--- src/rtl/t0_rx_pkg.sv ---
package t0_rx_pkg;

  typedef enum logic {
    SEQ_IDLE,
    SEQ_BUSY
  } seq_state_e;

  // half-tick numbers counted from the confirmed start edge
  function automatic int unsigned parity_pos(int unsigned w);
    return 2 * w + 3;
  endfunction

  function automatic int unsigned pulse_on_pos(int unsigned w);
    return 2 * w + 5;
  endfunction

  function automatic int unsigned pulse_off_pos(int unsigned w);
    return 2 * w + 7;
  endfunction

  function automatic int unsigned guard_end_pos(int unsigned w);
    return 2 * w + 8;
  endfunction

endpackage

--- src/rtl/t0_line_sync.sv ---
module t0_line_sync #(
  parameter int unsigned SYNC_STAGES = 2
) (
  input  logic clk_i,
  input  logic rst_ni,
  input  logic line_i,
  output logic line_s_o,
  output logic fall_o
);

  logic [SYNC_STAGES-1:0] sync_q;
  logic                   line_d_q;

  always_ff @(posedge clk_i or negedge rst_ni) begin
    if (!rst_ni) sync_q[0] <= 1'b1;
    else         sync_q[0] <= line_i;
  end

  for (genvar g = 1; g < SYNC_STAGES; g++) begin : g_stage
    always_ff @(posedge clk_i or negedge rst_ni) begin
      if (!rst_ni) sync_q[g] <= 1'b1;
      else         sync_q[g] <= sync_q[g-1];
    end
  end

  assign line_s_o = sync_q[SYNC_STAGES-1];

  always_ff @(posedge clk_i or negedge rst_ni) begin
    if (!rst_ni) line_d_q <= 1'b1;
    else         line_d_q <= line_s_o;
  end

  assign fall_o = line_d_q & ~line_s_o;

endmodule

--- src/rtl/t0_rx_seq.sv ---
module t0_rx_seq
  import t0_rx_pkg::*;
#(
  parameter int unsigned DATA_W = 8
) (
  input  logic clk_i,
  input  logic rst_ni,
  input  logic tick_i,
  input  logic fall_i,
  input  logic line_s_i,
  output logic busy_o,
  output logic bit_smp_o,
  output logic par_smp_o,
  output logic pulse_on_o,
  output logic pulse_off_o,
  output logic done_o
);

  localparam int unsigned DONE_N = guard_end_pos(DATA_W);
  localparam int unsigned CNT_W  = $clog2(DONE_N + 1);
  localparam logic [CNT_W-1:0] START_C = CNT_W'(1);
  localparam logic [CNT_W-1:0] FIRST_C = CNT_W'(3);
  localparam logic [CNT_W-1:0] LAST_C  = CNT_W'(parity_pos(DATA_W) - 2);
  localparam logic [CNT_W-1:0] PAR_C   = CNT_W'(parity_pos(DATA_W));
  localparam logic [CNT_W-1:0] ON_C    = CNT_W'(pulse_on_pos(DATA_W));
  localparam logic [CNT_W-1:0] OFF_C   = CNT_W'(pulse_off_pos(DATA_W));
  localparam logic [CNT_W-1:0] DONE_C  = CNT_W'(DONE_N);

  seq_state_e       state_q;
  logic [CNT_W-1:0] cnt_q;
  logic [CNT_W-1:0] cnt_nxt;
  logic             step;
  logic             false_start;

  assign cnt_nxt     = cnt_q + 1'b1;
  assign step        = (state_q == SEQ_BUSY) && tick_i;
  assign false_start = step && (cnt_nxt == START_C) && line_s_i;

  assign busy_o      = (state_q == SEQ_BUSY);
  assign bit_smp_o   = step && cnt_nxt[0] && (cnt_nxt >= FIRST_C) && (cnt_nxt <= LAST_C);
  assign par_smp_o   = step && (cnt_nxt == PAR_C);
  assign pulse_on_o  = step && (cnt_nxt == ON_C);
  assign pulse_off_o = step && (cnt_nxt == OFF_C);
  assign done_o      = step && (cnt_nxt == DONE_C);

  always_ff @(posedge clk_i or negedge rst_ni) begin
    if (!rst_ni) begin
      state_q <= SEQ_IDLE;
      cnt_q   <= '0;
    end else begin
      unique case (state_q)
        SEQ_IDLE: begin
          if (fall_i) begin
            state_q <= SEQ_BUSY;
            cnt_q   <= '0;
          end
        end
        SEQ_BUSY: begin
          if (step) cnt_q <= cnt_nxt;
          if (false_start || done_o) state_q <= SEQ_IDLE;
        end
        default: state_q <= SEQ_IDLE;
      endcase
    end
  end

  // counter never passes the guard end
  a_r8_cnt_bounded: assert property (@(posedge clk_i) disable iff (!rst_ni)
    cnt_q <= DONE_C);

endmodule

--- src/rtl/t0_rx_data.sv ---
module t0_rx_data #(
  parameter int unsigned DATA_W = 8
) (
  input  logic              clk_i,
  input  logic              rst_ni,
  input  logic              bit_smp_i,
  input  logic              par_smp_i,
  input  logic              done_i,
  input  logic              line_s_i,
  input  logic              sig_en_i,
  output logic [DATA_W-1:0] data_o,
  output logic              valid_o,
  output logic              perr_o,
  output logic              nack_pend_o
);

  logic [DATA_W-1:0] shift_q;
  logic              bad;

  assign bad = (^shift_q) ^ line_s_i;

  always_ff @(posedge clk_i or negedge rst_ni) begin
    if (!rst_ni) shift_q <= '0;
    else if (bit_smp_i) shift_q <= {line_s_i, shift_q[DATA_W-1:1]};
  end

  always_ff @(posedge clk_i or negedge rst_ni) begin
    if (!rst_ni) begin
      data_o      <= '0;
      valid_o     <= 1'b0;
      perr_o      <= 1'b0;
      nack_pend_o <= 1'b0;
    end else begin
      valid_o <= 1'b0;
      perr_o  <= 1'b0;
      if (par_smp_i) begin
        perr_o      <= bad;
        nack_pend_o <= bad & sig_en_i;
        if (!bad || !sig_en_i) begin
          valid_o <= 1'b1;
          data_o  <= shift_q;
        end
      end else if (done_i) begin
        nack_pend_o <= 1'b0;
      end
    end
  end

  a_r3_valid_single: assert property (@(posedge clk_i) disable iff (!rst_ni)
    valid_o |=> !valid_o);

  a_r4_perr_single: assert property (@(posedge clk_i) disable iff (!rst_ni)
    perr_o |=> !perr_o);

endmodule

--- src/rtl/t0_err_drive.sv ---
module t0_err_drive (
  input  logic clk_i,
  input  logic rst_ni,
  input  logic pulse_on_i,
  input  logic pulse_off_i,
  input  logic pend_i,
  output logic oe_o
);

  always_ff @(posedge clk_i or negedge rst_ni) begin
    if (!rst_ni)                  oe_o <= 1'b0;
    else if (pulse_on_i && pend_i) oe_o <= 1'b1;
    else if (pulse_off_i)          oe_o <= 1'b0;
  end

  // pulse spans two half-ticks, so never a single cycle
  a_r5_oe_not_single: assert property (@(posedge clk_i) disable iff (!rst_ni)
    $rose(oe_o) |=> oe_o);

endmodule

--- src/rtl/t0_rx.sv ---
module t0_rx #(
  parameter int unsigned DATA_W      = 8,
  parameter int unsigned SYNC_STAGES = 2
) (
  input  logic              clk_i,
  input  logic              rst_ni,
  input  logic              half_tick_i,
  input  logic              line_i,
  input  logic              err_sig_en_i,
  output logic              line_oe_o,
  output logic              rx_valid_o,
  output logic [DATA_W-1:0] rx_data_o,
  output logic              parity_err_o
);

  logic line_s, fall;
  logic busy, bit_smp, par_smp, pulse_on, pulse_off, done;
  logic nack_pend;

  t0_line_sync #(.SYNC_STAGES(SYNC_STAGES)) i_sync (
    .clk_i    (clk_i),
    .rst_ni   (rst_ni),
    .line_i   (line_i),
    .line_s_o (line_s),
    .fall_o   (fall)
  );

  t0_rx_seq #(.DATA_W(DATA_W)) i_seq (
    .clk_i       (clk_i),
    .rst_ni      (rst_ni),
    .tick_i      (half_tick_i),
    .fall_i      (fall),
    .line_s_i    (line_s),
    .busy_o      (busy),
    .bit_smp_o   (bit_smp),
    .par_smp_o   (par_smp),
    .pulse_on_o  (pulse_on),
    .pulse_off_o (pulse_off),
    .done_o      (done)
  );

  t0_rx_data #(.DATA_W(DATA_W)) i_data (
    .clk_i       (clk_i),
    .rst_ni      (rst_ni),
    .bit_smp_i   (bit_smp),
    .par_smp_i   (par_smp),
    .done_i      (done),
    .line_s_i    (line_s),
    .sig_en_i    (err_sig_en_i),
    .data_o      (rx_data_o),
    .valid_o     (rx_valid_o),
    .perr_o      (parity_err_o),
    .nack_pend_o (nack_pend)
  );

  t0_err_drive i_drv (
    .clk_i       (clk_i),
    .rst_ni      (rst_ni),
    .pulse_on_i  (pulse_on),
    .pulse_off_i (pulse_off),
    .pend_i      (nack_pend),
    .oe_o        (line_oe_o)
  );

  a_r5_oe_inside_frame: assert property (@(posedge clk_i) disable iff (!rst_ni)
    line_oe_o |-> busy);

  a_r6_oe_needs_pending: assert property (@(posedge clk_i) disable iff (!rst_ni)
    $rose(line_oe_o) |-> nack_pend);

  a_r7_oe_excludes_valid: assert property (@(posedge clk_i) disable iff (!rst_ni)
    line_oe_o |-> !rx_valid_o);

endmodule

--- config.mk ---
export PLATFORM = sky130hd
export DESIGN_NAME = t0_rx
export DESIGN_NICKNAME = d
export VERILOG_FILES = /design/src/rtl/t0_rx_pkg.sv /design/src/rtl/t0_line_sync.sv /design/src/rtl/t0_rx_seq.sv /design/src/rtl/t0_rx_data.sv /design/src/rtl/t0_err_drive.sv /design/src/rtl/t0_rx.sv
export SDC_FILE = /design/constraint.sdc
export NUM_CORES = 1
export LEC_CHECK = 0
export CELL_PAD_IN_SITES_DETAIL_PLACEMENT = 0
export CELL_PAD_IN_SITES_GLOBAL_PLACEMENT = 1
export CORE_MARGIN = 3
export CORE_UTILIZATION = 40
export CTS_CLUSTER_SIZE = 40
export DETAILED_ROUTE_END_ITERATION = 8
export DONT_BUFFER_PORTS = 1
export PLACE_DENSITY_LB_ADDON = 0.2
export SLEW_MARGIN = 10
export SYNTH_ARGS = -nofsm -noshare
export SYNTH_HDL_FRONTEND = slang
export SYNTH_SLANG_ARGS = --single-unit
--- constraint.sdc ---
create_clock -name clk_i -period 2.9 [get_ports clk_i]
set_input_delay 0 -clock clk_i [delete_from_list [all_inputs] [get_ports clk_i]]
set_output_delay 0 -clock clk_i [all_outputs]
set_load 0.01 [all_outputs]
# ---- Word-level counts from Yosys, hierarchy flattened
# Index checks and enable logic that the tools add are counted.
dict set report word_totals {
  mem_count 0
  ram_bits 0
  latchBits 0
  wordCells 59
  register_bits 29
  mem_bits_ro 0
  out_inout_bits 11
}
dict set report op_classes {
  shifts 0
  n_addsub 1
  multipliers 0
  order_cmp 2
  bitwise_logic 5
  n_mux 13
  eq_ne 7
  n_reduce_logical 20
  div 0
}
# op count
set ops {}
lappend ops {{$eq A5 B5 Y1 const B} 4}
lappend ops {{$logic_and A1 B1 Y1} 11}
lappend ops {{$mux W5} 2}
lappend ops {{$pmux W5 S2} 1}
lappend ops {{$mux W1} 9}
lappend ops {{$reduce_xor A8 Y1} 1}
lappend ops {{$add A5 B1 Y5 const B} 1}
lappend ops {{$eq A5 B1 Y1 const B} 1}
lappend ops {{$ge A5 B2 Y1 const B} 1}
lappend ops {{$le A5 B5 Y1 const B} 1}
lappend ops {{$ne A2 B2 Y1 const B} 2}
lappend ops {{$reduce_and A2 Y1} 2}
lappend ops {{$reduce_bool A2 Y1} 2}
lappend ops {{$and A1 B1 Y1} 2}
lappend ops {{$logic_not A1 Y1} 2}
lappend ops {{$logic_or A1 B1 Y1} 2}
lappend ops {{$not A1 Y1} 2}
lappend ops {{$pmux W1 S2} 1}
lappend ops {{$xor A1 B1 Y1} 1}

# ---- Depth between registers and ports, before layout
# Gate-level depths: netlist of run 1.
dict set report depth {
  ltp_word 7
  depth_mapped 7
  depth_no_buf 7
}

# ---- By module
# Synthesis of run 1 repeated with hierarchy kept, for this count alone.
dict set report unflattened {
  cells_unflattened 173
  hier_area_um2 1717.9
}
# module area_each_um2 cells_per_inst seq_area_each_um2 instances
set modules_own_cells {}
lappend modules_own_cells {t0_rx_data 1061.0 102 475.5 1}
lappend modules_own_cells {t0_rx_seq 523.0 63 150.1 1}
lappend modules_own_cells {t0_line_sync 92.6 4 78.8 1}
lappend modules_own_cells {t0_err_drive 41.3 4 25.0 1}

# ---- Worst setup path before layout of run 1
# OpenSTA, ideal clock, no wires.
dict set report synth_path {
  path_type {reg-to-reg}
  from {register i_seq.cnt_q[0]}
  to {register i_data.shift_q[0]}
  setup_ps 125
  path_slack_ps 765
  path_buffers 1
  arrival_ps 2010
  required_ps 2775
  stages_incl_launch_ff 8
  period_less_slack_ps 2135
  path_cell_list {dfrtp_1 -> ha_1 -> buf_2 -> or3b_1 -> a21oi_1 -> o31ai_1 -> a21oi_2 -> mux2_2}
}
dict set report synth_via {
  elab_chain_len 4
}
# item line
set synth_lines {}
lappend synth_lines {{from (decl)} t0_rx_seq.sv:30} ;# logic [CNT_W-1:0] cnt_q;
lappend synth_lines {{from (signal assigned)} t0_rx_seq.sv:59} ;# if (step) cnt_q <= cnt_nxt;
lappend synth_lines {{$add A5 B1 Y5 *} t0_rx_seq.sv:35} ;# assign cnt_nxt = cnt_q + 1'b1;
lappend synth_lines {{$ge A5 B2 Y1 or $logic_and A1 B1 Y1 (tied branches)} t0_rx_seq.sv:40} ;# assign bit_smp_o = step && cnt_nxt[0] && (cnt_nxt >= FIRST_C) && (cnt_nxt <= LAST_C);
lappend synth_lines {{$logic_and A1 B1 Y1} t0_rx_seq.sv:40}
lappend synth_lines {{$logic_and A1 B1 Y1 *} t0_rx_seq.sv:40}
lappend synth_lines {{to (signal assigned)} t0_rx_data.sv:24} ;# else if (bit_smp_i) shift_q <= {line_s_i, shift_q[DATA_W-1:1]};
lappend synth_lines {{to (decl)} t0_rx_data.sv:17} ;# logic [DATA_W-1:0] shift_q;
# Mark *: on every way between the ends. The rest lies on a longest branch, timed or not.
# A chain may end at the register's enable or synchronous reset.

# ---- Worst setup path in the final report of run 1
dict set report layout_path {
  from {register i_seq.cnt_q[1]}
  to {register i_data.data_o[6]}
}
dict set report layout_via {
  elab_chain_len 4
}
# item line
set layout_lines {}
lappend layout_lines {{$add A5 B1 Y5} t0_rx_seq.sv:35}
lappend layout_lines {{$eq A5 B5 Y1} t0_rx_seq.sv:41} ;# assign par_smp_o = step && (cnt_nxt == PAR_C);
lappend layout_lines {{$logic_and A1 B1 Y1} t0_rx_seq.sv:41}
lappend layout_lines {{$reduce_and A2 Y1 (no source line)} n/a}
lappend layout_lines {{to (signal assigned)} t0_rx_data.sv:41} ;# data_o <= shift_q;
lappend layout_lines {{to (decl)} t0_rx_data.sv:11} ;# output logic [DATA_W-1:0] data_o,
# Every way passes these cells.

==> results.md, run 1 <==
- Final Setup Violations: 0
- Sequential share of the synthesized area: 0.508
- Routed vias: ~940
- Worst skew pair latency: roughly 0.32 ns
- Power Dens Cells: approximately 970 nW/um^2
- Total gr overflow: 0
- DIE AREA: around 4300 um^2
- Post-CTS Setup Repair Bufs: 0
- CP Class: reg -> reg
- DRC violations left: 0
- WP data required: between 3 and 4 ns
- Syn_area_per_cell: ~12 um^2
- WP data arrival: around 2.7 ns
- Via density: roughly 5.4
- Area grow syn2layout: 11.4%
- NetSw: 563 uW
- Dominant cell type by area after synthesis: dfrtp_1
- Int Power: ~980 uW
- CTS tree: built
- Non-filler cells, final: roughly 170
- Slowest cell on the critical path: dfrtp_1
- Met2 GRT Util: 0.210
- Final period util: 0.851
- Initial antenna violation count: 0
- Routed Antenna Nets: 0
- R2R cell count: 6
- Final Hold Violating Endpoints: 0
- Synth warnings: 0
- Syn Std Cell Area: ~1400 um^2
- Total GRT Usage: 0.138
- Register bit total from synthesis: 29
- 1st-pass router iterations: 4
- Share of synthesized registers carrying an async set or reset: 1.00
- Starting density of the core: 0.424
- Critical Path Stages: 6
- Post-Syn Nets: about 130
- Met3 usage: 0.0476
- I/O pins: 16
- Die Width: about 66 um
- Flop pwr share: 0.408
- Least-Margin Pin Slew: approximately 0.5 ns
- Root Driver: clkbuf_4
- Layout Cell Area excl Fill: 1600 um^2
- Iter 0 DRT Violations: between 40 and 50
- Die H: roughly 66 um
- Crit path cell chain: ha_1 > nand3_1 > xnor2_1 > nand4b_1 > a21oi_4 > mux2_2
- Startpoint types: flip-flop
- Normalized max-slew margin: 0.676
- Skew final: between 0.004 and 0.005 ns
- First-pass GRT wire length: around 4400 um
- Dpl hpwl: 1740 um
- Global placement routability congestion: 0.844
- Final core occ: 0.472
- Cts bufs inserted: 5
- Global routing usage on met1: 0.166
- Dpl cell area: approximately 1500 um^2
- HP Class: in -> reg
- Net count, final: 136
- Number of global-route vias before repair: about 950
- Synth area leaders: dfrtp_1, mux2_2, dfstp_2
- Worst setup EP type: flip-flop
- Mapped Cells: roughly 120
- Predominant post-synthesis flop cell: dfrtp_1
- Highest Clock Rate: 405 MHz
- RSZ-0062 raised after global routing: false
- Row cnt: 21
- Yosys cell types: between 40 and 50
- H-tree levels: 2
- Synth top area share: 0.453
- Max Slew Vio Count: 0
- CP max FO: 10
- Peak supply drop: between 0.5 and 0.6 mV
- Switch share: 0.364
- Drt wl/cell: 14.4 um
- Number of buffers added on ports: 0
- P_leak: 0.000725 uW
- CP peak stage delay: around 0.52 ns
- Most used routing layer in global routing: met2
- Final Critical Period: between 2 and 2.5 ns
- Delay-heaviest family, CP: flip-flops
- CP Buf/Inv Count: 0
- Clock sink count: 29
- Hold depth: 3
- Clk pwr share: 0.177
- Core area: about 3400 um^2
- Combinational Power Share: 0.415
- Detailed Route WL: 2500 um
- Total Neg Setup Slack: 0 ns
- Largest net degree at the start of global routing: 30
- Layout cells sized above 1: 0.258
- Number of diodes: 0
- Clk buf depth: 2
- Status: finished, final reports clean
- Max-cap viol count: 0
- Clock-pin slew on the worst setup and hold paths: ~0.090 ns
- Post-synth EDFFs: 0
- Placed cell count: 161
registers in the layout, indices dropped and copies added (netlist names):
register,count
i_data.data_o,8
i_data.shift_q,8
i_seq.cnt_q,5
i_data.nack_pend_o,1
i_data.perr_o,1
i_data.valid_o,1
i_drv.oe_o,1
i_seq.busy_o,1
i_sync.line_d_q,1
i_sync.line_s_o,1
i_sync.sync_q,1
cell usage after synthesis, drive strengths merged, types with 2 or more instances:
master	n
a21o	2
a21oi	4
and2	3
buf	3
dfrtp	26
dfstp	3
ha	4
inv	2
mux2	16
nand2	12
nand3	2
nand4	3
nor2	5
o21ai	4
xnor2	8
timing repair:
action | 4_1_cts | 5_1_grt
hold buffers | 5 | 0
resized for setup | 0 | 0
endpoints found under the hold margin | 38 | 0
worst reg2reg max path, cell delays in order, from the launching register on:
cell,delay (ns)
dfrtp_1,0.52
ha_1,0.40
nand3_1,0.14
xnor2_1,0.29
nand4b_1,0.28
a21oi_4,0.35
mux2_2,0.38
per-stage QoR:
step	hold WS (ns)	setup slack, ns	total power [uW]
after floorplan	-0.296	0.765	1170
after global placement	-0.295	0.524	1270
after detailed placement	-0.295	0.474	1270
after CTS	0.0653	0.459	1570
after global routing	0.0986	0.243	1670
final	0.0786	0.431	1550
cells in the final DEF (no fill, tap or decap), types with 2 or more instances in the layout:
master and instances:
nand4_1 3, a21oi_1 2, xnor2_1 7, o21ai_0 4
nand3_1 2, ha_1 4, inv_1 2, and2_1 3
clkbuf_8 2, nor2_1 5, dlygate4sd3_1 4, nand2_1 12
a21o_1 2, dfrtp_1 26, clkbuf_4 5, dfstp_2 3
mux2_2 16
power by group through the flow:
stage | logic (uW) | clock network (uW) | registers, uW
after floorplan | 590 | 0 | 584
after global placement | 628 | 0 | 637
after detailed placement | 627 | 0 | 641
after CTS | 649 | 289 | 631
after global routing | 710 | 310 | 651
final | 642 | 273 | 632
final cells by class:
cell class / instances / area, um^2
Tap cell: 46 / 57.6
Multi-Input combinational cell: 84 / 676
Sequential cell: 29 / 729
Clock inverter: 1 / 5.00
Timing Repair Buffer: 5 / 60.1
Fill cell: 306 / 1790
Inverter: 2 / 7.51
Clock buffer: 7 / 65.1
kinds of logic after synthesis:
logic type / count (synthesis) / synth area share
mux: 16 / 0.125
xor+xnor: 10 / 0.0758
flops: 29 / 0.508
simple gates: 34 / 0.125
compound gates: 20 / 0.109
buf+inv: 6 / 0.0218
fa+ha+maj: 4 / 0.0348
worst paths after layout:
path                                            start                           end  slack (ns)
max in group asynchronous                      rst_ni     i_sync.line_s_o$_DFF_PN1_        2.56
min                                       half_tick_i    i_seq.cnt_q[4]$_DFFE_PN0P_        0.08
min reg2reg                i_sync.sync_q[0]$_DFF_PN1_     i_sync.line_s_o$_DFF_PN1_        0.36
min in group asynchronous                      rst_ni    i_seq.cnt_q[1]$_DFFE_PN0P_        0.11
max reg2reg                i_seq.cnt_q[1]$_DFFE_PN0P_  i_data.data_o[6]$_DFFE_PN0P_        0.43
max                        i_seq.cnt_q[1]$_DFFE_PN0P_  i_data.data_o[6]$_DFFE_PN0P_        0.43
metal layers:
layer	wire (um)	vias up
met5	0	-
met4	44	0
met3	131	5
met2	1230	26
met1	1100	464
li1	-	443
Power figures use the tool's default switching activity.
==> run 2: changes to the inputs <==
--- a/config.mk
+++ b/config.mk
@@ -5,6 +5,7 @@
 export SDC_FILE = /design/constraint.sdc
 export NUM_CORES = 1
 export LEC_CHECK = 0
+export ABC_AREA = 1
 export CELL_PAD_IN_SITES_DETAIL_PLACEMENT = 0
 export CELL_PAD_IN_SITES_GLOBAL_PLACEMENT = 1
 export CORE_MARGIN = 3
==> results.md, run 2 <==
- Die Width: 67.1 um (+1.8%)
- Largest net degree at the start of global routing: 30 (unchanged)
- Commonest cells after routing, fill and taps aside: nand2_1, dfrtp_1, nand3_1
- Commonest cells in the netlist: nand2_1, dfrtp_1, nand3_1, inv_1, nor2_1
- Synth warnings: 0 (unchanged)
- Register bit total from synthesis: 29 (unchanged)
- Highest Clock Rate: 541 MHz (+34%)
- Routed vias: 1117 (+19%)
- Routed Antenna Nets: 0 (unchanged)
- Delay-heaviest family, CP: simple AND/OR/NAND/NOR gates
- Final Hold Violating Endpoints: 0 (unchanged)
- Clock-pin slew on the worst setup and hold paths: 0.06 ns (-0.03 ns)
- WP data arrival: 2.01 ns (-0.66 ns)
- First-pass GRT wire length: 5030 um (+14%)
- CTS tree: built
- DIE AREA: 4510 um^2 (+3.7%)
- Global placement routability congestion: 0.790 (-6.5%)
- Clk buf depth: 2 (unchanged)
- CP Class: reg -> reg
- Root Driver: clkbuf_8
- Least-Margin Pin Slew: 0.340 ns (-0.147 ns)
- Most frequent cell after synthesis: nand2_1
- Layout cells sized above 1: 0.152 (-0.106)
- Register area: 729 um^2 (unchanged)
- Peak supply drop: 0.475 mV (-10%)
- Place WS: 1.05 ns (+0.579 ns)
- Worst setup EP type: flip-flop
- Fin worst setup slack: 1.05 ns (+0.621 ns)
- Number of diodes: 0 (unchanged)
- Final period util: 0.637 (-0.214)
- Core area: 3470 um^2 (+2.3%)
- Most common cell after layout, fill and taps aside: nand2_1
- Normalized max-slew margin: 0.773 (+0.0976)
- Post-Syn Nets: 181 (+41%)
- Post-synth EDFFs: 0 (unchanged)
- Sequential share of the synthesized area: 0.488 (-0.0200)
- Initial antenna violation count: 0 (unchanged)
- Iter 0 DRT Violations: 59 (+28%)
- Status: finished, final reports clean
- HP Class: in -> reg
- Slowest cell on the critical path: dfrtp_1
- Max-cap viol count: 0 (unchanged)
- Synth top area share: 0.435 (-0.0178)
- P_leak: 0.000857 uW (+18%)
- CP Buf/Inv Count: 0 (unchanged)
- Startpoint types: flip-flop
- Layout Cell Area excl Fill: 1680 um^2 (+5.1%)
- Fillcell total: 359 (+17%)
- Number of global-route vias before repair: 1135 (+20%)
- Dominant cell type by area after synthesis: dfrtp_1
- Starting density of the core: 0.431 (+0.00732)
- Die H: 67.1 um (+1.8%)
- I/O pins: 16 (unchanged)
- Final Setup Violations: 0 (unchanged)
- Clock sink count: 29 (unchanged)
- CP peak stage delay: 0.43 ns (-0.09 ns)
- Syn Std Cell Area: 1500 um^2 (+4.1%)
- Area grow syn2layout: 12.5%
- Mapped Cells: 172 (+45%)
- Cts bufs inserted: 5 (unchanged)
- Dpl hpwl: 2120 um (+22%)
- Skew final: 0.00483 ns (+0.000649 ns)
- Net count, final: 192 (+41%)
- DRC violations left: 0 (unchanged)
- Yosys cell types: 25 (-39%)
- Dpl cell area: 1540 um^2 (+4.9%)
- Final Critical Period: 1.85 ns (-0.621 ns)
- 1st-pass router iterations: 4 (unchanged)
- Row cnt: 21 (unchanged)
- Syn_area_per_cell: 8.69 um^2 (-28%)
- CP max FO: 11 (+1)
- Worst skew pair latency: 0.28 ns (-0.04 ns)
- Regs by FF count: i_data.data_o: 8 flops, i_data.shift_q: 8 flops, i_seq.cnt_q: 5 flops
- Total gr overflow: 0 (unchanged)
- Detailed Route WL: 2810 um (+12%)
- Total Neg Setup Slack: 0 ns (unchanged)
- Reg2reg setup slack: 1.05 ns (+0.62 ns)
- Max Slew Vio Count: 0 (unchanged)
- Power Dens Cells: 1010 nW/um^2 (+4.6%)
- Multi-input gate area: 683 um^2 (+1.1%)
- Synth area leaders: dfrtp_1, nand2_1, nand3_1
- Predominant post-synthesis flop cell: dfrtp_1
- CTS resizes: 0 (unchanged)
- Crit path cell chain: ha_1 > nand3_2 > xor2_2 > nor2_4 > nand2_2 > nor2_4 > nand2_2 > nand2_1 > nand2_1
- WP data required: 3.06 ns (-0.04 ns)
- RSZ-0062 raised after global routing: false
- Total GRT Usage: 0.150 (+0.0114)
- Share of synthesized registers carrying an async set or reset: 1.00 (unchanged)
- Number of buffers added on ports: 0 (unchanged)
- Via density: 4.86 (-9.9%)
- Drt wl/cell: 12.2 um (-15%)
- H-tree levels: 2 (unchanged)
[run 2: changes by cell type in the layout (fill, tap and decap cells not counted), sizes merged, moves of 2 or more]
cell   before  now
nand2      12   62
nand3       2   27
inv         2   19
mux2       16    0
xnor2       8    0
nor2        5   12
xor2        1    5
a21oi       4    1
and2        3    0
a21o        2    0
o22ai       0    2
[run 2: worst paths after layout]
| check | from | endpoint | depth (start not counted) |
|---|---|---|---|
| min in group asynchronous | rst_ni | i_drv.oe_o$_DFFE_PN0P_ | 2 |
| worst max-delay path | i_seq.cnt_q[1]$_DFFE_PN0P_ | i_data.data_o[0]$_DFFE_PN0P_ | 9 |
| worst min-delay path | half_tick_i | i_seq.cnt_q[4]$_DFFE_PN0P_ | 2 |
| worst min register to register | i_sync.sync_q[0]$_DFF_PN1_ | i_sync.line_s_o$_DFF_PN1_ | 0 |
| max in group asynchronous | rst_ni | i_sync.sync_q[0]$_DFF_PN1_ | 2 |
| worst max register to register | i_seq.cnt_q[1]$_DFFE_PN0P_ | i_data.data_o[0]$_DFFE_PN0P_ | 9 |
[run 2: through the flow]
| step | total power [uW] | utilization | cells | hold WS [ns] |
|---|---|---|---|---|
| 4_1_cts | 1710 | 0.485 | 230 | 0.0187 |
| 5_1_grt | 1850 | 0.485 | 230 | 0.0430 |
| 2_1_floorplan | 1230 | - | 172 | -0.296 |
| 6_report | 1700 | 0.485 | 230 | 0.0250 |
| 3_3_place_gp | 1360 | 0.444 | 217 | -0.295 |
| 3_5_place_dp | 1380 | 0.444 | 217 | -0.295 |
[run 2: metal layers]
| metal | GRT usage | vias to the layer above | routed length, um |
|---|---|---|---|
| met5 | 0 | - | 0 |
| met4 | 0.0304 | 0 | 19 |
| met3 | 0.0649 | 2 | 166 |
| met2 | 0.236 | 29 | 1220 |
| met1 | 0.191 | 513 | 1400 |
| li1 | - | 573 | - |
[run 2: repair_timing]
action | 4_1_cts | 5_1_grt
endpoints found under the hold margin | 32 | 0
hold buffers | 5 | 0
buffers inserted | 0 | 0
setup endpoints to repair | 0 | 0
[run 2: area by class of cell]
| cell class | instances | area share |
|---|---|---|
| multi-input cells | 123 | 0.406 |
| well taps | 46 | 0.0342 |
| flip-flops and latches | 29 | 0.434 |
| inverters | 19 | 0.0424 |
| repair buffers | 5 | 0.0357 |
| clock buffers | 8 | 0.0476 |
[run 2: logic make-up (layout without fill, tap and decap cells)]
| logic type | Yosys count | after routing | synth area share |
|---|---|---|---|
| AND/OR/NAND/NOR | 106 | 106 | 0.351 |
| flip-flops | 29 | 29 | 0.488 |
| buffers and inverters | 20 | 32 | 0.0552 |
| AO/OA/AOI/OAI | 8 | 8 | 0.0326 |
| XOR/XNOR | 5 | 5 | 0.0393 |
| adder cells (fa/ha/maj) | 4 | 4 | 0.0335 |
[run 2: power breakdown]
| part | internal (uW) | switching (uW) |
|---|---|---|
| sequential | 517 | 149 |
| clock | 170 | 140 |
| combinational | 252 | 473 |
| total | 939 | 761 |
